$ cat src/rtl/cfgp_pkg.sv
package cfgp_pkg;

    localparam int HDR_BYTES   = 64;
    localparam int LANES       = 4;
    localparam int DW_W        = $clog2(HDR_BYTES / LANES);
    localparam int OFF_W       = $clog2(HDR_BYTES);
    localparam int NUM_BARS    = 6;
    localparam int NUM_REGIONS = NUM_BARS + 1;
    localparam int REG_W       = $clog2(NUM_REGIONS);
    localparam int ROM_REGION  = NUM_BARS;

    // byte offsets whose position other logic decodes
    localparam logic [OFF_W-1:0] OFF_CMD_LO  = OFF_W'(4);
    localparam logic [OFF_W-1:0] OFF_CMD_HI  = OFF_W'(5);
    localparam logic [OFF_W-1:0] OFF_STAT_LO = OFF_W'(6);
    localparam logic [OFF_W-1:0] OFF_STAT_HI = OFF_W'(7);
    localparam logic [OFF_W-1:0] OFF_REV     = OFF_W'(8);
    localparam logic [OFF_W-1:0] OFF_PIF     = OFF_W'(9);
    localparam logic [OFF_W-1:0] OFF_SUBCLS  = OFF_W'(10);
    localparam logic [OFF_W-1:0] OFF_BASECLS = OFF_W'(11);
    localparam logic [OFF_W-1:0] OFF_HTYPE   = OFF_W'(14);
    localparam logic [OFF_W-1:0] OFF_BAR0    = OFF_W'(16);
    localparam logic [OFF_W-1:0] OFF_BAR_END = OFF_W'(16 + 4 * NUM_BARS);
    localparam logic [OFF_W-1:0] OFF_EP_ROM  = OFF_W'(48);
    localparam logic [OFF_W-1:0] OFF_CAP     = OFF_W'(52);
    localparam logic [OFF_W-1:0] OFF_BR_ROM  = OFF_W'(56);
    localparam logic [OFF_W-1:0] OFF_IPIN    = OFF_W'(61);

    // command byte 5: bits that writes must not touch
    localparam logic [7:0] CMD_HI_KEEP = 8'hF8;
    // status byte 7: bits cleared by writing one / set by events
    localparam logic [7:0] STAT_HI_W1C = 8'hF9;

    typedef enum logic [1:0] {
        HC_ENDPOINT,
        HC_BRIDGE,
        HC_LOCKED
    } hdr_class_t;

    typedef enum logic [2:0] {
        BK_FIXED,
        BK_FREE,
        BK_CMD_HI,
        BK_STAT_HI,
        BK_REGION
    } byte_kind_t;

    typedef struct packed {
        byte_kind_t       kind;
        logic [REG_W-1:0] region;
        logic             map_hit;
    } lane_info_t;

    function automatic hdr_class_t classify(input logic [7:0] ht);
        case (ht)
            8'h00, 8'h80: return HC_ENDPOINT;
            8'h01:        return HC_BRIDGE;
            default:      return HC_LOCKED;
        endcase
    endfunction

endpackage

$ cat src/rtl/cfg_lane_class.sv
module cfg_lane_class
    import cfgp_pkg::*;
(
    input  hdr_class_t       cls,
    input  logic [OFF_W-1:0] off,
    output lane_info_t       info
);

    logic ident, in_bar, in_ep_rom, in_br_rom, is_cmd;

    always_comb begin
        ident     = (off == OFF_REV)    || (off == OFF_PIF)     ||
                    (off == OFF_SUBCLS) || (off == OFF_BASECLS) ||
                    (off == OFF_HTYPE)  || (off == OFF_IPIN)    ||
                    (off == OFF_STAT_LO);
        in_bar    = (off >= OFF_BAR0) && (off < OFF_BAR_END);
        in_ep_rom = (off[OFF_W-1:2] == OFF_EP_ROM[OFF_W-1:2]);
        in_br_rom = (off[OFF_W-1:2] == OFF_BR_ROM[OFF_W-1:2]);
        is_cmd    = (off == OFF_CMD_LO) || (off == OFF_CMD_HI);
    end

    always_comb begin
        info.kind    = BK_FREE;
        info.region  = '0;
        info.map_hit = 1'b0;
        unique case (cls)
            HC_ENDPOINT: begin
                if (ident || off == OFF_CAP) begin
                    info.kind = BK_FIXED;
                end else if (off == OFF_CMD_HI) begin
                    info.kind = BK_CMD_HI;
                end else if (off == OFF_STAT_HI) begin
                    info.kind = BK_STAT_HI;
                end else if (in_bar) begin
                    info.kind   = BK_REGION;
                    info.region = REG_W'((off - OFF_BAR0) >> 2);
                end else if (in_ep_rom) begin
                    info.kind   = BK_REGION;
                    info.region = REG_W'(ROM_REGION);
                end
                info.map_hit = is_cmd || in_bar || in_ep_rom;
            end
            HC_BRIDGE: begin
                if (ident || in_br_rom) begin
                    info.kind = BK_FIXED;
                end else if (off == OFF_CMD_HI) begin
                    info.kind = BK_CMD_HI;
                end else if (off == OFF_STAT_HI) begin
                    info.kind = BK_STAT_HI;
                end
                info.map_hit = is_cmd;
            end
            default: begin
                info.kind = BK_FIXED;
            end
        endcase
    end

endmodule

$ cat src/rtl/cfg_region_byte.sv
module cfg_region_byte
    import cfgp_pkg::*;
#(
    parameter logic [NUM_REGIONS-1:0][31:0] REGION_SIZE = '0,
    parameter logic [NUM_BARS-1:0]          BAR_IS_IO   = '0
) (
    input  logic [REG_W-1:0] region,
    input  logic [1:0]       sub,
    input  logic [7:0]       old_b,
    input  logic [7:0]       wr_b,
    output logic [7:0]       new_b
);

    logic [NUM_REGIONS-1:0][31:0] keep_mask;
    logic [NUM_REGIONS-1:0]       present;

    for (genvar r = 0; r < NUM_REGIONS; r++) begin : g_region
        if (r < NUM_BARS) begin : g_bar
            localparam logic [31:0] TYPE_BITS = BAR_IS_IO[r] ? 32'h3 : 32'hF;
            assign keep_mask[r] = (REGION_SIZE[r] - 32'd1) | TYPE_BITS;
        end else begin : g_rom
            assign keep_mask[r] = (REGION_SIZE[r] - 32'd1) | 32'hF;
        end
        assign present[r] = (REGION_SIZE[r] != 32'd0);
    end

    logic [31:0] sel_mask;
    logic        sel_present;
    logic [7:0]  keep_b;

    always_comb begin
        sel_mask    = '0;
        sel_present = 1'b0;
        if (region < REG_W'(NUM_REGIONS)) begin
            sel_mask    = keep_mask[region];
            sel_present = present[region];
        end
        keep_b = sel_mask[{sub, 3'b000} +: 8];
        new_b  = sel_present ? ((wr_b & ~keep_b) | (old_b & keep_b)) : old_b;
    end

endmodule

$ cat src/rtl/cfg_update_fsm.sv
module cfg_update_fsm (
    input  logic clk,
    input  logic rst_n,
    input  logic trig,
    output logic map_upd
);

    typedef enum logic {
        UPD_IDLE,
        UPD_NOTIFY
    } upd_state_t;

    upd_state_t state_q, state_d;

    always_comb begin
        unique case (state_q)
            UPD_IDLE:   state_d = trig ? UPD_NOTIFY : UPD_IDLE;
            UPD_NOTIFY: state_d = trig ? UPD_NOTIFY : UPD_IDLE;
            default:    state_d = UPD_IDLE;
        endcase
    end

    always_ff @(posedge clk or negedge rst_n) begin
        if (!rst_n) state_q <= UPD_IDLE;
        else        state_q <= state_d;
    end

    always_comb begin
        unique case (state_q)
            UPD_NOTIFY: map_upd = 1'b1;
            default:    map_upd = 1'b0;
        endcase
    end


    upd_cause_chk: assert property (@(posedge clk) disable iff (!rst_n)
        map_upd |-> $past(trig));


    upd_follow_chk: assert property (@(posedge clk) disable iff (!rst_n)
        trig |=> map_upd);

endmodule

$ cat src/rtl/cfghdr_wpolicy.sv
module cfghdr_wpolicy
    import cfgp_pkg::*;
#(
    parameter logic [7:0]                   HDR_TYPE    = 8'h00,
    parameter logic [15:0]                  VENDOR_ID   = 16'hA5C3,
    parameter logic [15:0]                  DEVICE_ID   = 16'h7E01,
    parameter logic [7:0]                   REV_ID      = 8'h03,
    parameter logic [7:0]                   PROG_IF     = 8'h01,
    parameter logic [7:0]                   SUB_CLASS   = 8'h80,
    parameter logic [7:0]                   BASE_CLASS  = 8'h0C,
    parameter logic [7:0]                   CAP_PTR     = 8'h40,
    parameter logic [7:0]                   INT_PIN     = 8'h01,
    parameter logic [7:0]                   STATUS_LO   = 8'h10,
    parameter logic [1:0]                   DEVSEL      = 2'b01,
    parameter logic [NUM_REGIONS-1:0][31:0] REGION_SIZE = {32'd2048, 32'd0, 32'd256, 32'd16,
                                                           32'd0, 32'd32, 32'd4096},
    parameter logic [NUM_BARS-1:0]          BAR_IS_IO   = 6'b010010
) (
    input  logic                 clk,
    input  logic                 rst_n,
    input  logic                 wr_en,
    input  logic [DW_W-1:0]      wr_dw,
    input  logic [LANES-1:0]     wr_be,
    input  logic [8*LANES-1:0]   wr_data,
    input  logic [7:0]           stat_evt,
    input  logic [DW_W-1:0]      rd_dw,
    output logic [8*LANES-1:0]   rd_data,
    output logic                 map_upd
);

    localparam hdr_class_t RESET_CLS = classify(HDR_TYPE);

    function automatic logic [7:0] init_byte(input int i);
        if (i == 0)  return VENDOR_ID[7:0];
        if (i == 1)  return VENDOR_ID[15:8];
        if (i == 2)  return DEVICE_ID[7:0];
        if (i == 3)  return DEVICE_ID[15:8];
        if (i == 6)  return STATUS_LO;
        if (i == 7)  return {5'b0, DEVSEL, 1'b0};
        if (i == 8)  return REV_ID;
        if (i == 9)  return PROG_IF;
        if (i == 10) return SUB_CLASS;
        if (i == 11) return BASE_CLASS;
        if (i == 14) return HDR_TYPE;
        if (i == 52) return CAP_PTR;
        if (i == 61) return INT_PIN;
        if (RESET_CLS == HC_ENDPOINT && i >= 16 && i < 16 + 4 * NUM_BARS && (i % 4) == 0)
            return {7'b0, BAR_IS_IO[(i - 16) / 4]};
        return 8'h00;
    endfunction

    logic [7:0] hdr_q [HDR_BYTES];

    hdr_class_t cls;
    assign cls = classify(hdr_q[OFF_HTYPE]);

    logic [LANES-1:0][7:0] lane_new;
    logic [LANES-1:0]      lane_map;

    for (genvar l = 0; l < LANES; l++) begin : g_lane
        localparam logic [1:0] LSUB = 2'(l);

        logic [OFF_W-1:0] off;
        lane_info_t       info;
        logic [7:0]       old_b, wr_b, reg_b, nv;

        assign off   = {wr_dw, LSUB};
        assign old_b = hdr_q[off];
        assign wr_b  = wr_data[8*l +: 8];

        cfg_lane_class u_class (
            .cls  (cls),
            .off  (off),
            .info (info)
        );

        cfg_region_byte #(
            .REGION_SIZE (REGION_SIZE),
            .BAR_IS_IO   (BAR_IS_IO)
        ) u_region (
            .region (info.region),
            .sub    (LSUB),
            .old_b  (old_b),
            .wr_b   (wr_b),
            .new_b  (reg_b)
        );

        always_comb begin
            unique case (info.kind)
                BK_FREE:    nv = wr_b;
                BK_CMD_HI:  nv = (old_b & CMD_HI_KEEP) | (wr_b & ~CMD_HI_KEEP);
                BK_STAT_HI: nv = old_b & ~(wr_b & STAT_HI_W1C);
                BK_REGION:  nv = reg_b;
                default:    nv = old_b;
            endcase
        end

        assign lane_new[l] = nv;
        assign lane_map[l] = wr_en && wr_be[l] && info.map_hit;
    end

    // status high byte: write clear first, event set last (set wins)
    logic [7:0] stat_hi_next;
    always_comb begin
        stat_hi_next = hdr_q[OFF_STAT_HI];
        if (wr_en && wr_dw == OFF_STAT_HI[OFF_W-1:2] && wr_be[OFF_STAT_HI[1:0]])
            stat_hi_next = lane_new[OFF_STAT_HI[1:0]];
        stat_hi_next = stat_hi_next | (stat_evt & STAT_HI_W1C);
    end

    always_ff @(posedge clk or negedge rst_n) begin
        if (!rst_n) begin
            for (int i = 0; i < HDR_BYTES; i++) hdr_q[i] <= init_byte(i);
        end else begin
            for (int l = 0; l < LANES; l++) begin
                if (wr_en && wr_be[l]) hdr_q[{wr_dw, 2'(l)}] <= lane_new[l];
            end
            hdr_q[OFF_STAT_HI] <= stat_hi_next;
        end
    end

    always_comb begin
        for (int l = 0; l < LANES; l++) rd_data[8*l +: 8] = hdr_q[{rd_dw, 2'(l)}];
    end

    cfg_update_fsm u_upd (
        .clk     (clk),
        .rst_n   (rst_n),
        .trig    (|lane_map),
        .map_upd (map_upd)
    );


    cmd_rsvd_chk: assert property (@(posedge clk) disable iff (!rst_n)
        $stable(hdr_q[OFF_CMD_HI] & CMD_HI_KEEP));


    rev_fixed_chk: assert property (@(posedge clk) disable iff (!rst_n)
        $stable(hdr_q[OFF_REV]));


    stat_lo_chk: assert property (@(posedge clk) disable iff (!rst_n)
        $stable(hdr_q[OFF_STAT_LO]));


    evt_set_chk: assert property (@(posedge clk) disable iff (!rst_n)
        |(stat_evt & STAT_HI_W1C) |=>
        ((hdr_q[OFF_STAT_HI] & $past(stat_evt & STAT_HI_W1C)) == $past(stat_evt & STAT_HI_W1C)));


    if (!BAR_IS_IO[0]) begin : g_bar0_chk
        bar0_type_chk: assert property (@(posedge clk) disable iff (!rst_n)
            (cls == HC_ENDPOINT) |-> $stable(hdr_q[OFF_BAR0][3:0]));
    end

endmodule

$ cat config.mk
export PLATFORM = sky130hd
export DESIGN_NAME = cfghdr_wpolicy
export DESIGN_NICKNAME = d
export VERILOG_FILES = /design/src/rtl/cfgp_pkg.sv /design/src/rtl/cfg_lane_class.sv /design/src/rtl/cfg_region_byte.sv /design/src/rtl/cfg_update_fsm.sv /design/src/rtl/cfghdr_wpolicy.sv
export SDC_FILE = /design/constraint.sdc
export NUM_CORES = 1
export LEC_CHECK = 0
export BUFFER_PORTS_ARGS = -buffer_cell sky130_fd_sc_hd__clkbuf_2
export CAP_MARGIN = 0
export CORE_MARGIN = 2
export CORE_UTILIZATION = 30
export DETAILED_ROUTE_END_ITERATION = 10
export HOLD_SLACK_MARGIN = 0.15
export PLACE_DENSITY_LB_ADDON = 0.15
export SLEW_MARGIN = 0
export SYNTH_ARGS = -nofsm -noshare
export SYNTH_HDL_FRONTEND = slang
export SYNTH_HIERARCHICAL = 1
export SYNTH_SLANG_ARGS = --single-unit
$ cat constraint.sdc
create_clock -name clk -period 5.94 [get_ports clk]
set_clock_uncertainty 0.05 [all_clocks]
set_input_delay 0.594 -clock clk [delete_from_list [all_inputs] [get_ports clk]]
set_output_delay 0.594 -clock clk [all_outputs]
set_load 0.02 [all_outputs]
After elaboration in Yosys (flattened, before gate mapping)
Memories as Yosys holds them, arrays and structs flattened.
Index checks and enable logic that the tools add are counted.
{"block": "totals", "output_inout_bits": 33, "rom_bits": 1056, "memories": 8, "input_bits": 55, "wordCells": 306, "reg_bits": 513}
{"block": "classes", "eq_ne": 26, "reduce_logical": 35, "n_bitwise": 37, "order_cmp": 28, "addsub": 4, "mux": 103}
{"memory": "(name not given)", "words": 8, "width": 32, "read_ports": 1, "rd_clocked_by_memory_dff": 0, "wr": 0, "line_no": "cfg_region_byte.sv:35", "text": "sel_mask = keep_mask[region];"}
{"memory": "(name not given)", "words": 8, "width": 32, "read_ports": 1, "rd_clocked_by_memory_dff": 0, "wr": 0, "line_no": "cfg_region_byte.sv:35"}
{"memory": "(name not given)", "words": 8, "width": 32, "read_ports": 1, "rd_clocked_by_memory_dff": 0, "wr": 0, "line_no": "cfg_region_byte.sv:35"}
{"memory": "(name not given)", "words": 8, "width": 32, "read_ports": 1, "rd_clocked_by_memory_dff": 0, "wr": 0, "line_no": "cfg_region_byte.sv:35"}
{"memory": "(name not given)", "words": 8, "width": 1, "read_ports": 1, "rd_clocked_by_memory_dff": 0, "wr": 0, "line_no": "cfg_region_byte.sv:36", "text": "sel_present = present[region];"}
{"memory": "(name not given)", "words": 8, "width": 1, "read_ports": 1, "rd_clocked_by_memory_dff": 0, "wr": 0, "line_no": "cfg_region_byte.sv:36"}
{"memory": "2 more memories"}
{"op": "512-bit bitwise mux", "n": 4}
{"op": "512-bit two-way mux", "n": 4}
{"op": "8-bit binary-select mux with 6-bit select", "n": 8}
{"op": "8-bit two-way mux", "n": 27}
{"op": "8-bit demux with 6-bit select", "n": 4}
{"op": "8-bit one-hot mux with 4 select lines", "n": 4}
{"op": "8-bit AND", "n": 12}
{"op": "32-bit two-way mux", "n": 2}
{"op": "8-bit NOT", "n": 8}
{"op": "7-bit >= comparator (second input constant)", "n": 8}
{"op": "6-bit NOT with 7-bit output", "n": 8}
{"op": "3-bit two-way mux", "n": 17}
{"op": "24-bit two-way mux", "n": 2}
{"op": "8-bit bitwise OR", "n": 5}
{"op": "16-bit two-way mux", "n": 2}
{"op": "8-bit by 3-bit bitwise OR with 8-bit output", "n": 4}
{"op": "6-bit two-way mux", "n": 5}
{"op": "7-bit by 1-bit less-than comparator with 1-bit output (second input constant)", "n": 4}
{"op": "3-bit by 2-bit == test with 1-bit output (second input constant)", "n": 8}
{"op": "6-bit by 5-bit >= comparator with 1-bit output (second input constant)", "n": 4}
{"op": "6-bit less-than comparator (second input constant)", "n": 4}
{"op": "3-bit one-hot mux with 2 select lines", "n": 4}
{"op": "5-bit subtractor (second input constant)", "n": 4}
{"op": "1-bit logical AND", "n": 18}
{"op": "19 further kinds", "n": 63}

Logic depth before layout (Yosys ltp)
{"block": "depth", "ltp_word": 21, "mapped_depth": 17, "ltp_nobuf": 15}

Hierarchy
The synthesis kept the hierarchy.
{"mod": "cfghdr_wpolicy", "n_inst": 1, "cells_per_inst": 2590, "area_per_inst_um2": 29318.1}
{"mod": "cfg_lane_class", "n_inst": 4, "cells_per_inst": 28, "area_per_inst_um2": 171.4}
{"mod": "cfg_region_byte (g_lane[0].u_region ...)", "n_inst": 3, "cells_per_inst": 21, "area_per_inst_um2": 192.7}
{"mod": "cfg_region_byte (g_lane[1].u_region)", "n_inst": 1, "cells_per_inst": 27, "area_per_inst_um2": 219.0}
{"mod": "cfg_update_fsm", "n_inst": 1, "cells_per_inst": 1, "area_per_inst_um2": 25.0}

Worst setup path after synthesis
No wires, ideal clock.
{"block": "synth_path", "kind": "flip-flop to flip-flop", "start": "register hdr_q[394] (netlist bit)", "end": "register hdr_q[130] (netlist bit)", "n_path_buf": 2, "setup_ns": 0.125, "required_time_ns": 5.765, "t_arrival_ns": 4.105, "path_slack_ns": 1.660, "stages_incl_launch_ff": 13, "path_cell_list": "dfrtp_1 nor4_1 nand2_1 nor3b_1 a211o_1 o211ai_1 a311oi_1 buf_2 buf_2 nand3b_1 a21oi_1 a2111o_1 mux2_2"}
{"element": "start: declaration", "line_no": "cfghdr_wpolicy.sv:52", "text": "logic [7:0] hdr_q [HDR_BYTES];"}
{"element": "start signal: indexed assignment", "line_no": "cfghdr_wpolicy.sv:116", "text": "if (wr_en && wr_be[l]) hdr_q[{wr_dw, 2'(l)}] <= lane_new[l];"}
{"element": "start signal: indexed assignment", "line_no": "cfghdr_wpolicy.sv:118", "text": "hdr_q[OFF_STAT_HI] <= stat_hi_next;"}

==> summary.txt <==
count leader, synth: dfrtp_1
Synth area leader: dfrtp_1
Area contributors post-synth: dfrtp_1 39%, mux4_2 12%, mux2_2 8.3%
DIE WIDTH: 325 um
Antenna Diode Count: 0
via count: 23800
critical path's most frequent cell: mux2_2
hpwl dp: 69.9 mm
Min-Delay Path Class: in -> reg
detailed-route vias per instance: 5.54
dpl cell area: 32800 um2
CP bufs+invs: 2
Initial Util: 30.3%
crit-path leading delay family: compound AO/OA/AOI/OAI gates
Setup crit start: hdr_q[394]
DR pass1 iterations: 5
Crit path depth: 16
first-pass GRT wire length: 164 mm
Peak VDD IR: 0.000215 V
async set-or-reset flop fraction in the synthesized netlist: 100%
Post-synth EDFFs: 0
slack of the worst reg-to-reg path: 1.20 ns
Pwr per Cell Area: 407 nW/um2
total setup buffers inserted after CTS: 0
CP Class: reg -> reg
Chip Height: 325 um
Layout Nets: 2931
leak pwr: 15.0 nW
CTS sink count: 513
max incr delay on CP: 0.54 ns
reg2reg path depth: 16
Fin. Hold Viols: 0
Cell Chain, Critical Path: nor4_1 > nand2_1 > nor3b_2 > buf_4 > a211o_1 > nor2_4 > o21a_1 > inv_1 > o22ai_1 > mux2i_1 > mux2_2 > nand3b_1 > a21oi_1 > a41oi_2 > o21ai_1 > mux2_2
Layout area overhead: 14.1%
Final Wtd Congestion: 0.789
final setup violation count: 0
CP Launch Type: register
antenna viol nets, final: 0
setup TNS: 0 ns
largest net degree at the start of global routing: 163
unrepaired setup endpoints after global routing: no
Yosys warning total: 6
CTS clk-pin slew, worst paths: 0.06 ns
via count of the first global-routing pass: 24300
CORE AREA: 102000 um2
flops & latches, synth: 513
CTS buffer count: 67
root buffer cell: clkbuf_16
Final Cell Area: 35200 um2
min Tclk post-route: 4.74 ns
share of cells above drive strength 1: 26.9%
Worst EP arrival: 5.18 ns
Yosys top cell area share: 39.5%
Tcrit/Tclk final: 79.8%
Core Rows: 117
ys flop type: dfrtp_1
slew margin rel.: -126%
final core occ: 34.5%
Longest Clk Path Bufs: 3
CP required: 6.38 ns
Netlist cell types: 88
crit-path max FO: 18
Worst path slowest cell: nor3b_2
CP endpoint kind: register
RR Startpoint: hdr_q[394]
Clk Latency, worst-skew pair: 0.62 ns
GRT overflow: 0
register area share after synthesis: 41.8%
Wirelength per Cell: 25.6 um
failing checks: max-slew violations
area of the mapped netlist: 30800 um2
fmax: 211 MHz
Synth Instances: 2793
CTS tree: yes
Max-Cap Viols: 0
initial antenna violation count: 3
Overall Global Routing Usage: 20.6%
Die Footprint: 105000 um2
commonest cells in the netlist: 486 x dfrtp_1, 247 x nor2_1, 241 x nand2_1, 226 x mux2_2, 223 x mux2i_1
Port Buffers: 85
R2R Path End: hdr_q[279]
status: finished, violations left
syn avg cell area: 11.0 um2
Final Slew Violations: 35
DR iter-0 viols: 2048
Critical Path End: hdr_q[279]
# DRC: 0
H-tree Lvls: 3
drt total wl: 110 mm
Slew @ Worst Pin: 3.36 ns
I/O Pins: 88
==> worst reg2reg max path, cell delays in order (launching register included) <==
cell      delay, ns
dfrtp_1        0.42
nor4_1         0.31
nand2_1        0.12
nor3b_2        0.54
buf_4          0.33
a211o_1        0.21
nor2_4         0.13
o21a_1         0.18
inv_1          0.12
o22ai_1        0.10
mux2i_1        0.50
mux2_2         0.41
nand3b_1       0.08
a21oi_1        0.09
a41oi_2        0.38
o21ai_1        0.30
mux2_2         0.35
==> metal layers <==
layer	track usage [%]	wire length, um	vias to the layer above
li1	-	-	10600
met1	27.4	47800	12300
met2	34.5	53200	705
met3	3.39	6150	171
met4	5.64	2660	4
met5	0	23	-
==> stage by stage <==
step	power (W)	worst slack, ns	std cells	hold slack [ns]
after floorplan	0.00869	1.66	2840	0.248
after global placement	0.00995	1.08	4169	0.425
after detailed placement	0.0102	0.983	4169	0.433
after CTS	0.0144	1.15	4296	0.206
after global routing	0.0152	0.732	4296	0.215
final	0.0143	1.20	4296	0.223
==> state kept, by name, summed over array words and instances (netlist names) <==
signal / count
hdr_q: 512
u_upd/state_q: 1
==> area by class of cell <==
type	count	area [um2]
clock inverter	22	251
tap	1368	1710
fill	10200	66700
inverter	21	78.8
timing repair buffer	168	1220
clock buffer	99	2030
multi-input combinational	2105	17000
sequential	513	12900
==> power by group <==
group / switching (W) / internal, W
Combinational: 0.00250 / 0.00213
Sequential: 0.000840 / 0.00463
Clock: 0.00166 / 0.00255
Total: 0.00500 / 0.00931
==> kinds of logic (layout without fill, tap and decap cells) <==
kind of cell             after synthesis  count (layout)  share of synthesized area [%]
AND/OR/NAND/NOR                      724             724                           11.0
AO/OA/AOI/OAI                        685             685                           14.6
multiplexers                         639             639                           28.4
flip-flops                           513             513                           41.8
buffers and inverters                222             310                           3.92
XOR/XNOR                               7               7                          0.199
other                                  2              49                         0.0244
adder cells (fa/ha/maj)                1               1                         0.0365
==> worst min path at each step <==
stage	from	to	cells after the start
2_1_floorplan	rst_n	hdr_q[0]	0
3_3_place_gp	hdr_q[184]	hdr_q[184]	2
3_5_place_dp	hdr_q[484]	hdr_q[484]	2
4_1_cts	stat_evt[0]	hdr_q[448]	2
5_1_grt	stat_evt[0]	hdr_q[448]	2
6_report	stat_evt[0]	hdr_q[448]	2
==> cell usage in the layout (no fill, tap or decap), types with 11 or more instances in the layout <==
| cell | count |
|---|---|
| a22oi_1 | 101 |
| o21ai_0 | 143 |
| dfstp_2 | 27 |
| o22ai_1 | 20 |
| dfrtp_1 | 486 |
| clkbuf_2 | 79 |
| a211oi_1 | 12 |
| a22o_1 | 16 |
| buf_4 | 70 |
| a21oi_1 | 192 |
| clkbuf_1 | 11 |
| nand3b_1 | 39 |
| clkbuf_8 | 19 |
| mux2_4 | 11 |
| mux2i_1 | 223 |
| clkinv_2 | 11 |
| mux4_2 | 160 |
| nor2_1 | 245 |
| inv_1 | 20 |
| clkbuf_16 | 69 |
| mux2_1 | 19 |
| o211ai_1 | 11 |
| a31oi_1 | 63 |
| nand2_1 | 241 |
| mux2_2 | 226 |
| conb_1 | 49 |
| nand3_1 | 42 |
| nor3_1 | 17 |
| o21ai_1 | 14 |
| nand2b_1 | 22 |
| o21a_1 | 11 |
| nor2b_1 | 29 |
==> what timing repair did <==
| item | 4_1_cts | 5_1_grt |
|---|---|---|
| gates resized for setup | 0 | 0 |
| hold buffers | 6 | 0 |
| endpoints found under the hold margin | 88 | 0 |
Note: power is estimated with default switching activity, not from simulation.
